[config.mk]
export PLATFORM = sky130hd
export DESIGN_NAME = pll_div_search
export DESIGN_NICKNAME = d
export VERILOG_FILES = /design/src/rtl/pds_pkg.sv /design/src/rtl/pds_divider.sv /design/src/rtl/pds_ctrl.sv /design/src/rtl/pds_fields.sv /design/src/rtl/pll_div_search.sv
export SDC_FILE = /design/constraint.sdc
export NUM_CORES = 2
export LEC_CHECK = 0
export ABC_AREA = 1
export CORE_MARGIN = 1.5
export CORE_UTILIZATION = 46
export CTS_CLUSTER_SIZE = 25
export DETAILED_ROUTE_END_ITERATION = 16
export GPL_ROUTABILITY_DRIVEN = 1
export MAX_ROUTING_LAYER = met4
export PLACE_DENSITY_LB_ADDON = 0.12
export SLEW_MARGIN = 30
export SYNTH_ARGS = -nofsm -noshare
export SYNTH_HDL_FRONTEND = slang
export SYNTH_SLANG_ARGS = --single-unit
[constraint.sdc]
create_clock -name clk -period 14.23 [get_ports clk]
set_clock_uncertainty 0.1 [all_clocks]
set_input_delay 4.269 -clock clk [delete_from_list [all_inputs] [get_ports clk]]
set_output_delay 4.269 -clock clk [all_outputs]
set_load 0.01 [all_outputs]
[src/rtl/pds_pkg.sv]
package pds_pkg;
  typedef enum logic [1:0] {PH_LO, PH_HI, PH_FB, PH_ACT} phase_e;
  typedef enum logic [1:0] {ST_IDLE, ST_WAIT, ST_DONE} state_e;
endpackage

[src/rtl/pds_divider.sv]
// Restoring shift-subtract divider: one quotient bit per clock, W clocks per result.
module pds_divider #(
  parameter int W = 64
) (
  input  logic         clk,
  input  logic         rst_n,
  input  logic         go,
  input  logic [W-1:0] num,
  input  logic [W-1:0] den,
  output logic         done,
  output logic [W-1:0] quo
);
  localparam int CW = $clog2(W + 1);

  logic [W:0]    rem;
  logic [W:0]    rem_sh;
  logic [CW-1:0] cnt;
  logic          run;
  logic          fits;

  always_comb begin
    rem_sh = {rem[W-1:0], quo[W-1]};
    fits   = (rem_sh >= {1'b0, den});
  end

  always_ff @(posedge clk or negedge rst_n) begin
    if (!rst_n) begin
      rem  <= '0;
      quo  <= '0;
      cnt  <= '0;
      run  <= 1'b0;
      done <= 1'b0;
    end else begin
      done <= 1'b0;
      if (go) begin
        quo <= num;
        rem <= '0;
        cnt <= CW'(W);
        run <= 1'b1;
      end else if (run) begin
        rem <= fits ? (rem_sh - {1'b0, den}) : rem_sh;
        quo <= {quo[W-2:0], fits};
        cnt <= cnt - 1'b1;
        if (cnt == CW'(1)) begin
          run  <= 1'b0;
          done <= 1'b1;
        end
      end
    end
  end
endmodule

[src/rtl/pds_ctrl.sv]
// Sequencer: bounds the pre-divider range, then scores each candidate.
module pds_ctrl
  import pds_pkg::*;
#(
  parameter int          FREQ_W    = 32,
  parameter int          PRE_W     = 5,
  parameter int          FB_W      = 9,
  parameter int          ARITH_W   = 64,
  parameter longint      IF_MAX_HZ = 40_000_000,
  parameter longint      IF_MIN_HZ = 5_000_000,
  parameter int          FB_MIN    = 12,
  parameter int          FB_MAX    = 511,
  parameter int          FB_HOLE   = 15
) (
  input  logic               clk,
  input  logic               rst_n,
  input  logic               start,
  input  logic [FREQ_W-1:0]  fref,
  input  logic [FREQ_W-1:0]  rate,
  output logic               div_go,
  output logic [ARITH_W-1:0] div_num,
  output logic [ARITH_W-1:0] div_den,
  input  logic               div_done,
  input  logic [ARITH_W-1:0] div_quo,
  output logic               busy,
  output logic               done,
  output logic [PRE_W-1:0]   prediv,
  output logic [FB_W-1:0]    fbdiv,
  output logic [FREQ_W-1:0]  achieved
);
  localparam int PRE_MAX = (1 << PRE_W) - 1;

  state_e             st;
  phase_e             ph;
  logic [ARITH_W-1:0] f_r, tgt_r, best_d, best_out;
  logic [PRE_W:0]     lo_r;
  logic [PRE_W-1:0]   p_r, p_hi, best_p;
  logic [FB_W-1:0]    fb_r, best_fb;
  logic               found;

  // Combinational views of the divider result
  logic [PRE_W:0]     lo_sat;
  logic [PRE_W-1:0]   hi_sat;
  logic [PRE_W:0]     p_first;
  logic [PRE_W-1:0]   p_nx;
  logic               fb_ok, at_last, better;
  logic [ARITH_W-1:0] err;

  always_comb begin
    lo_sat  = (div_quo > ARITH_W'(PRE_MAX)) ? (PRE_W+1)'(PRE_MAX + 1) : div_quo[PRE_W:0];
    hi_sat  = (div_quo > ARITH_W'(PRE_MAX)) ? PRE_W'(PRE_MAX) : div_quo[PRE_W-1:0];
    p_first = (lo_r == '0) ? (PRE_W+1)'(1) : lo_r;
    fb_ok   = (div_quo >= ARITH_W'(FB_MIN)) && (div_quo <= ARITH_W'(FB_MAX)) &&
              (div_quo != ARITH_W'(FB_HOLE));
    err     = (tgt_r >= div_quo) ? (tgt_r - div_quo) : (div_quo - tgt_r);
    better  = (err < best_d);
    at_last = (p_r == p_hi);
    p_nx    = p_r + 1'b1;
  end

  assign busy = (st != ST_IDLE);

  always_ff @(posedge clk or negedge rst_n) begin
    if (!rst_n) begin
      st       <= ST_IDLE;
      ph       <= PH_LO;
      f_r      <= '0;
      tgt_r    <= '0;
      best_d   <= '0;
      best_out <= '0;
      lo_r     <= '0;
      p_r      <= '0;
      p_hi     <= '0;
      best_p   <= '0;
      best_fb  <= '0;
      fb_r     <= '0;
      found    <= 1'b0;
      div_go   <= 1'b0;
      div_num  <= '0;
      div_den  <= '0;
      done     <= 1'b0;
      prediv   <= '0;
      fbdiv    <= '0;
      achieved <= '0;
    end else begin
      div_go <= 1'b0;
      done   <= 1'b0;
      unique case (st)
        ST_IDLE: if (start) begin
          f_r     <= ARITH_W'(fref);
          tgt_r   <= ARITH_W'({rate, 1'b0});
          best_d  <= '1;
          found   <= 1'b0;
          div_num <= ARITH_W'(fref) + ARITH_W'(IF_MAX_HZ - 1);
          div_den <= ARITH_W'(IF_MAX_HZ);
          div_go  <= 1'b1;
          ph      <= PH_LO;
          st      <= ST_WAIT;
        end
        ST_WAIT: if (div_done) begin
          unique case (ph)
            PH_LO: begin
              lo_r    <= lo_sat;
              div_num <= f_r;
              div_den <= ARITH_W'(IF_MIN_HZ);
              div_go  <= 1'b1;
              ph      <= PH_HI;
            end
            PH_HI: begin
              if (f_r == '0 || p_first > {1'b0, hi_sat}) begin
                st <= ST_DONE;
              end else begin
                p_r     <= p_first[PRE_W-1:0];
                p_hi    <= hi_sat;
                div_num <= tgt_r * ARITH_W'(p_first);
                div_den <= f_r;
                div_go  <= 1'b1;
                ph      <= PH_FB;
              end
            end
            PH_FB: begin
              if (fb_ok) begin
                fb_r    <= div_quo[FB_W-1:0];
                div_num <= div_quo * f_r;
                div_den <= ARITH_W'(p_r);
                div_go  <= 1'b1;
                ph      <= PH_ACT;
              end else if (at_last) begin
                st <= ST_DONE;
              end else begin
                p_r     <= p_nx;
                div_num <= tgt_r * ARITH_W'(p_nx);
                div_den <= f_r;
                div_go  <= 1'b1;
                ph      <= PH_FB;
              end
            end
            PH_ACT: begin
              if (better) begin
                best_d   <= err;
                best_out <= div_quo;
                best_p   <= p_r;
                best_fb  <= fb_r;
                found    <= 1'b1;
              end
              if (at_last) begin
                st <= ST_DONE;
              end else begin
                p_r     <= p_nx;
                div_num <= tgt_r * ARITH_W'(p_nx);
                div_den <= f_r;
                div_go  <= 1'b1;
                ph      <= PH_FB;
              end
            end
            default: st <= ST_DONE;
          endcase
        end
        ST_DONE: begin
          if (found) begin
            prediv   <= best_p;
            fbdiv    <= best_fb;
            achieved <= best_out[FREQ_W:1];
          end else begin
            achieved <= '0;
          end
          done <= 1'b1;
          st   <= ST_IDLE;
        end
        default: st <= ST_IDLE;
      endcase
    end
  end
endmodule

[src/rtl/pds_fields.sv]
// Packs the divider settings into the two PLL control words.
module pds_fields #(
  parameter int PRE_W = 5,
  parameter int FB_W  = 9
) (
  input  logic [PRE_W-1:0] prediv,
  input  logic [FB_W-1:0]  fbdiv,
  output logic [7:0]       ctrl_pre,
  output logic [7:0]       ctrl_fb
);
  always_comb begin
    ctrl_pre               = '0;
    ctrl_pre[PRE_W-1:0]    = prediv;
    ctrl_pre[PRE_W]        = fbdiv[FB_W-1];
    ctrl_fb                = fbdiv[7:0];
  end
endmodule

[src/rtl/pll_div_search.sv]
module pll_div_search #(
  parameter int     FREQ_W    = 32,
  parameter int     PRE_W     = 5,
  parameter int     FB_W      = 9,
  parameter int     ARITH_W   = 64,
  parameter longint IF_MAX_HZ = 40_000_000,
  parameter longint IF_MIN_HZ = 5_000_000,
  parameter int     FB_MIN    = 12,
  parameter int     FB_MAX    = 511,
  parameter int     FB_HOLE   = 15
) (
  input  logic              clk,
  input  logic              rst_n,
  input  logic              start,
  input  logic [FREQ_W-1:0] fref_hz,
  input  logic [FREQ_W-1:0] rate_hz,
  output logic              busy,
  output logic              done,
  output logic [PRE_W-1:0]  prediv,
  output logic [FB_W-1:0]   fbdiv,
  output logic [7:0]        ctrl_pre,
  output logic [7:0]        ctrl_fb,
  output logic [FREQ_W-1:0] achieved_hz
);
  logic               div_go, div_done;
  logic [ARITH_W-1:0] div_num, div_den, div_quo;

  pds_ctrl #(
    .FREQ_W(FREQ_W), .PRE_W(PRE_W), .FB_W(FB_W), .ARITH_W(ARITH_W),
    .IF_MAX_HZ(IF_MAX_HZ), .IF_MIN_HZ(IF_MIN_HZ),
    .FB_MIN(FB_MIN), .FB_MAX(FB_MAX), .FB_HOLE(FB_HOLE)
  ) u_ctrl (
    .clk(clk), .rst_n(rst_n), .start(start), .fref(fref_hz), .rate(rate_hz),
    .div_go(div_go), .div_num(div_num), .div_den(div_den),
    .div_done(div_done), .div_quo(div_quo),
    .busy(busy), .done(done), .prediv(prediv), .fbdiv(fbdiv), .achieved(achieved_hz)
  );

  pds_divider #(.W(ARITH_W)) u_div (
    .clk(clk), .rst_n(rst_n), .go(div_go), .num(div_num), .den(div_den),
    .done(div_done), .quo(div_quo)
  );

  pds_fields #(.PRE_W(PRE_W), .FB_W(FB_W)) u_fields (
    .prediv(prediv), .fbdiv(fbdiv), .ctrl_pre(ctrl_pre), .ctrl_fb(ctrl_fb)
  );
endmodule

# == Word level (Yosys, flattened, before mapping) ==
# Cells that the tools add are included.
# op_classes
n_reduce_logical,21
add_sub_neg,6
mux,68
n_lt_le_gt_ge,7
eq_ne,18
mul,3
bitwise,1
# ops
cell,count
64-bit 2-to-1 mux,20
64-bit case mux with 4 select lines,2
64-bit case mux with 2 select lines,3
65-bit by 64-bit greater-or-equal comparator with 1-bit output,1
33-bit by 64-bit greater-or-equal comparator with 1-bit output,1
64-bit by 4-bit greater-or-equal comparator with 1-bit output (second input constant),1
64-bit by 5-bit greater-than comparator with 1-bit output (second input constant),1
64-bit by 9-bit less-or-equal comparator with 1-bit output (second input constant),1
64-bit logical NOT,1
64-bit less-than comparator,1
64-bit by 32-bit multiplier with 64-bit output,1
64-bit by 4-bit inequality test with 1-bit output (second input constant),1
33-bit by 64-bit subtractor with 64-bit output,1
64-bit by 33-bit subtractor with 64-bit output,1
64-bit subtractor,1
32-bit by 6-bit multiplier with 38-bit output,1
32-bit by 5-bit multiplier with 37-bit output,1
32-bit by 26-bit adder with 33-bit output (second input constant),1
32-bit 2-to-1 mux,1
2-bit 2-to-1 mux,10
5-bit 2-to-1 mux,4
1-bit 2-to-1 mux,16
4-bit AND reduction,4
5-bit case mux with 3 select lines,1
other kinds (29),48
# totals
output_inout_bits,64
register_bits,518

# == Logic depth before layout (Yosys ltp) ==
# logic_depth
word_depth,8
ltp_mapped,37
mapped_depth_nobuf,34

# == Modules after synthesis ==
# Synthesis repeated with hierarchy kept, for this count alone.
# hier_totals
cells_unflattened,14110
hier_area_um2,98936.1
# by_module_without_submodules
module,area_each_um2,cells_each,n_inst
pds_ctrl,85970.0,11905,1
pds_divider,12842.3,2188,1
pds_fields,123.9,17,1

# == Least setup slack after synthesis ==
# OpenSTA, ideal clock, no wires.
# synth_timing
kind,flip-flop to flip-flop
start,register u_ctrl.f_r[8]
end,register u_ctrl.div_num[61]
slack_ns,6.987
arrival_ns,7.027
synth_period_minus_slack_ns,7.243
setup_ns,0.117
t_required_ns,14.013
n_path_buf,3
stages_incl_launch_ff,36
path_cell_list,dfrtp_1 -> clkbuf_1 -> clkbuf_1 -> buf_1 -> nand2_1 -> fa_1 -> inv_1 -> fa_1 -> fa_1 -> inv_1 -> fa_1 -> inv_1 -> fa_1 -> inv_1 -> fa_1 -> inv_1 -> fa_1 -> inv_1 -> fa_1 -> inv_1 -> ha_1 -> nand2_1 -> nor2_1 -> inv_1 -> nor2_1 -> nand3_1 -> o211ai_1 -> nand2_1 -> nand2_1 -> nand3_1 -> nand2_1 -> a21oi_1 -> o21ai_0 -> nand2_1 -> nand2_1 -> nand2_1
# synth_via
elab_chain_len,5
word_cells_on_any_way,9
# synth_rtl
element,line_no,rtl
"start, declared",pds_ctrl.sv:35,"logic [ARITH_W-1:0] f_r, tgt_r, best_d, best_out;"
"start signal, assigned",pds_ctrl.sv:90,f_r <= ARITH_W'(fref);
64-bit by 32-bit multiplier with 64-bit output,pds_ctrl.sv:124,div_num <= div_quo * f_r;
64-bit 2-to-1 mux,pds_ctrl.sv:122,if (fb_ok) begin
64-bit case mux with 4 select lines,pds_ctrl.sv:101,unique case (ph)
64-bit 2-to-1 mux,pds_ctrl.sv:100,ST_WAIT: if (div_done) begin
64-bit case mux with 2 select lines,pds_ctrl.sv:88,unique case (st)
"end signal, assigned",pds_ctrl.sv:94,div_num <= ARITH_W'(fref) + ARITH_W'(IF_MAX_HZ - 1);
"end signal, assigned",pds_ctrl.sv:104,div_num <= f_r;
"end signal, assigned",pds_ctrl.sv:124,
"end, declared",pds_ctrl.sv:21,"output logic [ARITH_W-1:0] div_num,"
# Several ways; a longest one is shown, not always the timed one. The select of a mux whose other input is x is not followed.
# A chain may end at the register's enable or synchronous reset.

# == Worst setup path in the final report ==
# layout_timing
start,register u_div.quo[24]
end,register u_ctrl.div_num[36]
# layout_via
elab_chain_len,7
word_cells_on_any_way,16
# layout_rtl
element,line_no,rtl
"start, declared",pds_divider.sv:11,output logic [W-1:0] quo
"start signal, assigned",pds_divider.sv:36,quo <= num;
"start signal, assigned",pds_divider.sv:42,"quo <= {quo[W-2:0], fits};"
branches (longest 7 deep; another with 64-bit by 32-bit multiplier with 64-bit output),--,
# Parallel ways; which one is timed is not known. The select of a mux whose other input is x is not followed.

==> impl_metrics.toml <==
[layout]
drive_gt1_share_pct = 3.34
nets = 15600
area_delta_synth_final_pct = 5.89
layout_common_cells = "3,802 x nand2_1, 3,330 x inv_1, 1,582 x fa_1"
fin_area_um2 = 104000
stdcell_count = 16400
fill_cells = 21600
final_common_cell = "nand2_1"

[drt]
wl_per_cell_um = 24.6
ant_nets = 0
routed-via-count = 90300
viasPerCell = 5.50
drt_wl_total_um = 404000
initialDrtViolationCount = 8620
drt_pre_antenna_iters = 8
drc_errors = 0

[placed_design]
dpl-instance-area_um2 = 101000
routabilityCongestion = 1.02
portBuffers = 128
dp.cells = 16300
hpwl_um = 321000

[sta]
finalHoldViolCount = 0
slew_violations = 0
rsz0062_at_grt = "no"
setup_violations = 0
fin_crit_sh_pct = 63.6
slew_headroom_pct = 20.3
tightestPinTransition_ns = 1.18
fmax_mhz = 110
timing.setup.tns_ns = 0
fin_crit_ns = 9.05
hold_ws_ns = 0.359

[power]
netSwitchingFraction_pct = 45.4
leakagePower_nw = 57.8
peakVddDrop_v = 0.000368
powerDensity_nw_per_um2 = 60.3
seqPwrFrac_pct = 25.0
p_switching_mw = 2.84
p_int_mw = 3.42
power_mw = 6.25
clock_power_share_pct = 29.1
p_comb_share_pct = 45.9

[worst_setup_path]
cp-end-kind = "flip-flop"
cp-start-kind = "flip-flop"
slowest_delay_ns = 0.65
critPathArrivalTime_ns = 9.58
cp_slowest_cell = "dfrtp_2"
crit_type = "flip-flop to flip-flop"
crit_required_ns = 14.76
path_max_fanout = 28

[synthesis]
yosysUniqueCellTypes = 58
ys_dominant_reg_cell = "dfrtp_1"
async_flop_share_pct = 100
synth_seq_cells = 517
synth_area_um2 = 98000
synth-edff-count = 0
avgSynthCellArea_um2 = 7.08
syn-instance-count = 13800
ys_warn_count = 0
seq_area_frac_synth_pct = 13.2
yosys.area.top_type = "fa_1"
synth.area.top_cells = "fa_1 32%, nand2_1 15%, dfrtp_1 13%"
synth_top_area_share_pct = 32.3

[outcome]
status = "finished clean"

[clock_network]
worstSkewPairLatency_ns = 0.73
cts_made_buffers = 68
clk_pin_slew_ns = 0.06
htreeDepth = 3
cts_setup_buffers = 0
hold_buffers = 0
cts_tree = "yes"
cts_root_buf = "clkbuf_16"
clockBufferDepth = 3
cts_sinks = 517
cts_resized = 0

[global_routing]
grt_overflow_total = 0
antenna_found_initial = 17
grt_max_degree = 154
grt_pass1_wl_um = 602000
grt_use_total_pct = 38.8
grt_pass1_vias = 92700

[floorplan]
ioPinCount = 131
start_util_pct = 46.2
row_count = 169
chipWidth_um = 464
fp.dieArea_um2 = 216000
core-area_um2 = 212000
die_y_um = 464

[flow_run]
drv_cap = 0

[worst_hold_path]
hold_class = "flip-flop to flip-flop"
## worst paths after layout
| check | from | end | slack (ns) | cells after the start |
|---|---|---|---|---|
| max in group asynchronous | rst_n | u_div.quo[21]$_DFFE_PN0P_ | 8.21 | 3 |
| min in group asynchronous | rst_n | u_div.rem[20]$_DFFE_PN0P_ | 3.53 | 1 |
| setup reg to reg | u_div.quo[24]$_DFFE_PN0P_ | u_ctrl.div_num[36]$_DFFE_PN0P_ | 5.18 | 32 |
| hold / removal | u_div.cnt[5]$_DFFE_PN0P_ | u_div.cnt[5]$_DFFE_PN0P_ | 0.36 | 1 |
| setup / recovery | u_div.quo[24]$_DFFE_PN0P_ | u_ctrl.div_num[36]$_DFFE_PN0P_ | 5.18 | 32 |
| hold reg to reg | u_div.cnt[5]$_DFFE_PN0P_ | u_div.cnt[5]$_DFFE_PN0P_ | 0.36 | 1 |
## area by class of cell
cell class	instances	area, um^2	area share, %
Inverter	3367	12600	12.2
Antenna cell	16	40.0	0.0386
Clock inverter	32	397	0.382
Sequential cell	517	13000	12.6
Multi-Input combinational cell	9266	69600	67.1
Clock buffer	91	1870	1.80
Tap cell	2821	3530	3.40
Timing Repair Buffer	293	2620	2.52
## per-layer routing
metal	up-vias	routed length, um	GRT usage [%]
met5	-	0	-
met4	0	26800	21.2
met3	932	34200	6.81
met2	4129	183000	59.7
met1	45000	160000	48.6
li1	40200	-	-
## metrics by stage
stage | setup slack (ns) | util (%)
final | 5.18 | 49.0
after global routing | 4.76 | 48.9
after CTS | 5.20 | 48.9
after detailed placement | 5.24 | 47.8
after global placement | 5.30 | 47.8
after floorplan | 6.99 | -
## synth_stat cells, drive strengths merged, types with 106 or more instances
cell,count
clkbuf,456
nand2,3810
o21ai,800
nand4,106
a21oi,537
inv,3364
fa,1582
buf,224
dfrtp,517
ha,450
xor2,125
nand3,406
nor2,899
## cells by family after synthesis
group | share of synthesized area [%]
other cells | 0.00383
xor+xnor | 1.58
fa+ha+maj | 38.1
flops | 13.2
compound gates | 9.24
buf+inv | 15.8
mux | 0.0204
simple gates | 22.0
## critical path, delay by kind of cell, from the launching register on
kind / cells / cell delay (ns)
fa+ha+maj: 9 / 4.61
simple gates: 13 / 2.28
buf+inv: 9 / 1.02
flops: 1 / 0.65
compound gates: 1 / 0.26
## sequential cells by signal, indices dropped and copies added (netlist names), 6 cells and up
signal / count
u_ctrl.tgt_r: 32
u_ctrl.best_out: 32
u_div.rem: 64
u_div.quo: 64
u_ctrl.f_r: 32
u_div.cnt: 7
u_ctrl.achieved: 32
u_ctrl.lo_r: 6
u_ctrl.fb_r: 9
u_ctrl.fbdiv: 9
u_ctrl.div_den: 64
u_ctrl.best_d: 64
u_ctrl.div_num: 64
u_ctrl.best_fb: 9
## power groups by stage
| stage | clock network, mW | registers, mW | logic [mW] |
|---|---|---|---|
| after floorplan | 0 | 1.52 | 1.75 |
| after global placement | 0 | 1.58 | 2.81 |
| after detailed placement | 0 | 1.59 | 2.82 |
| after CTS | 1.83 | 1.56 | 2.84 |
| after global routing | 1.89 | 1.56 | 3.11 |
| final | 1.82 | 1.56 | 2.87 |
Power figures use the tool's default switching activity.
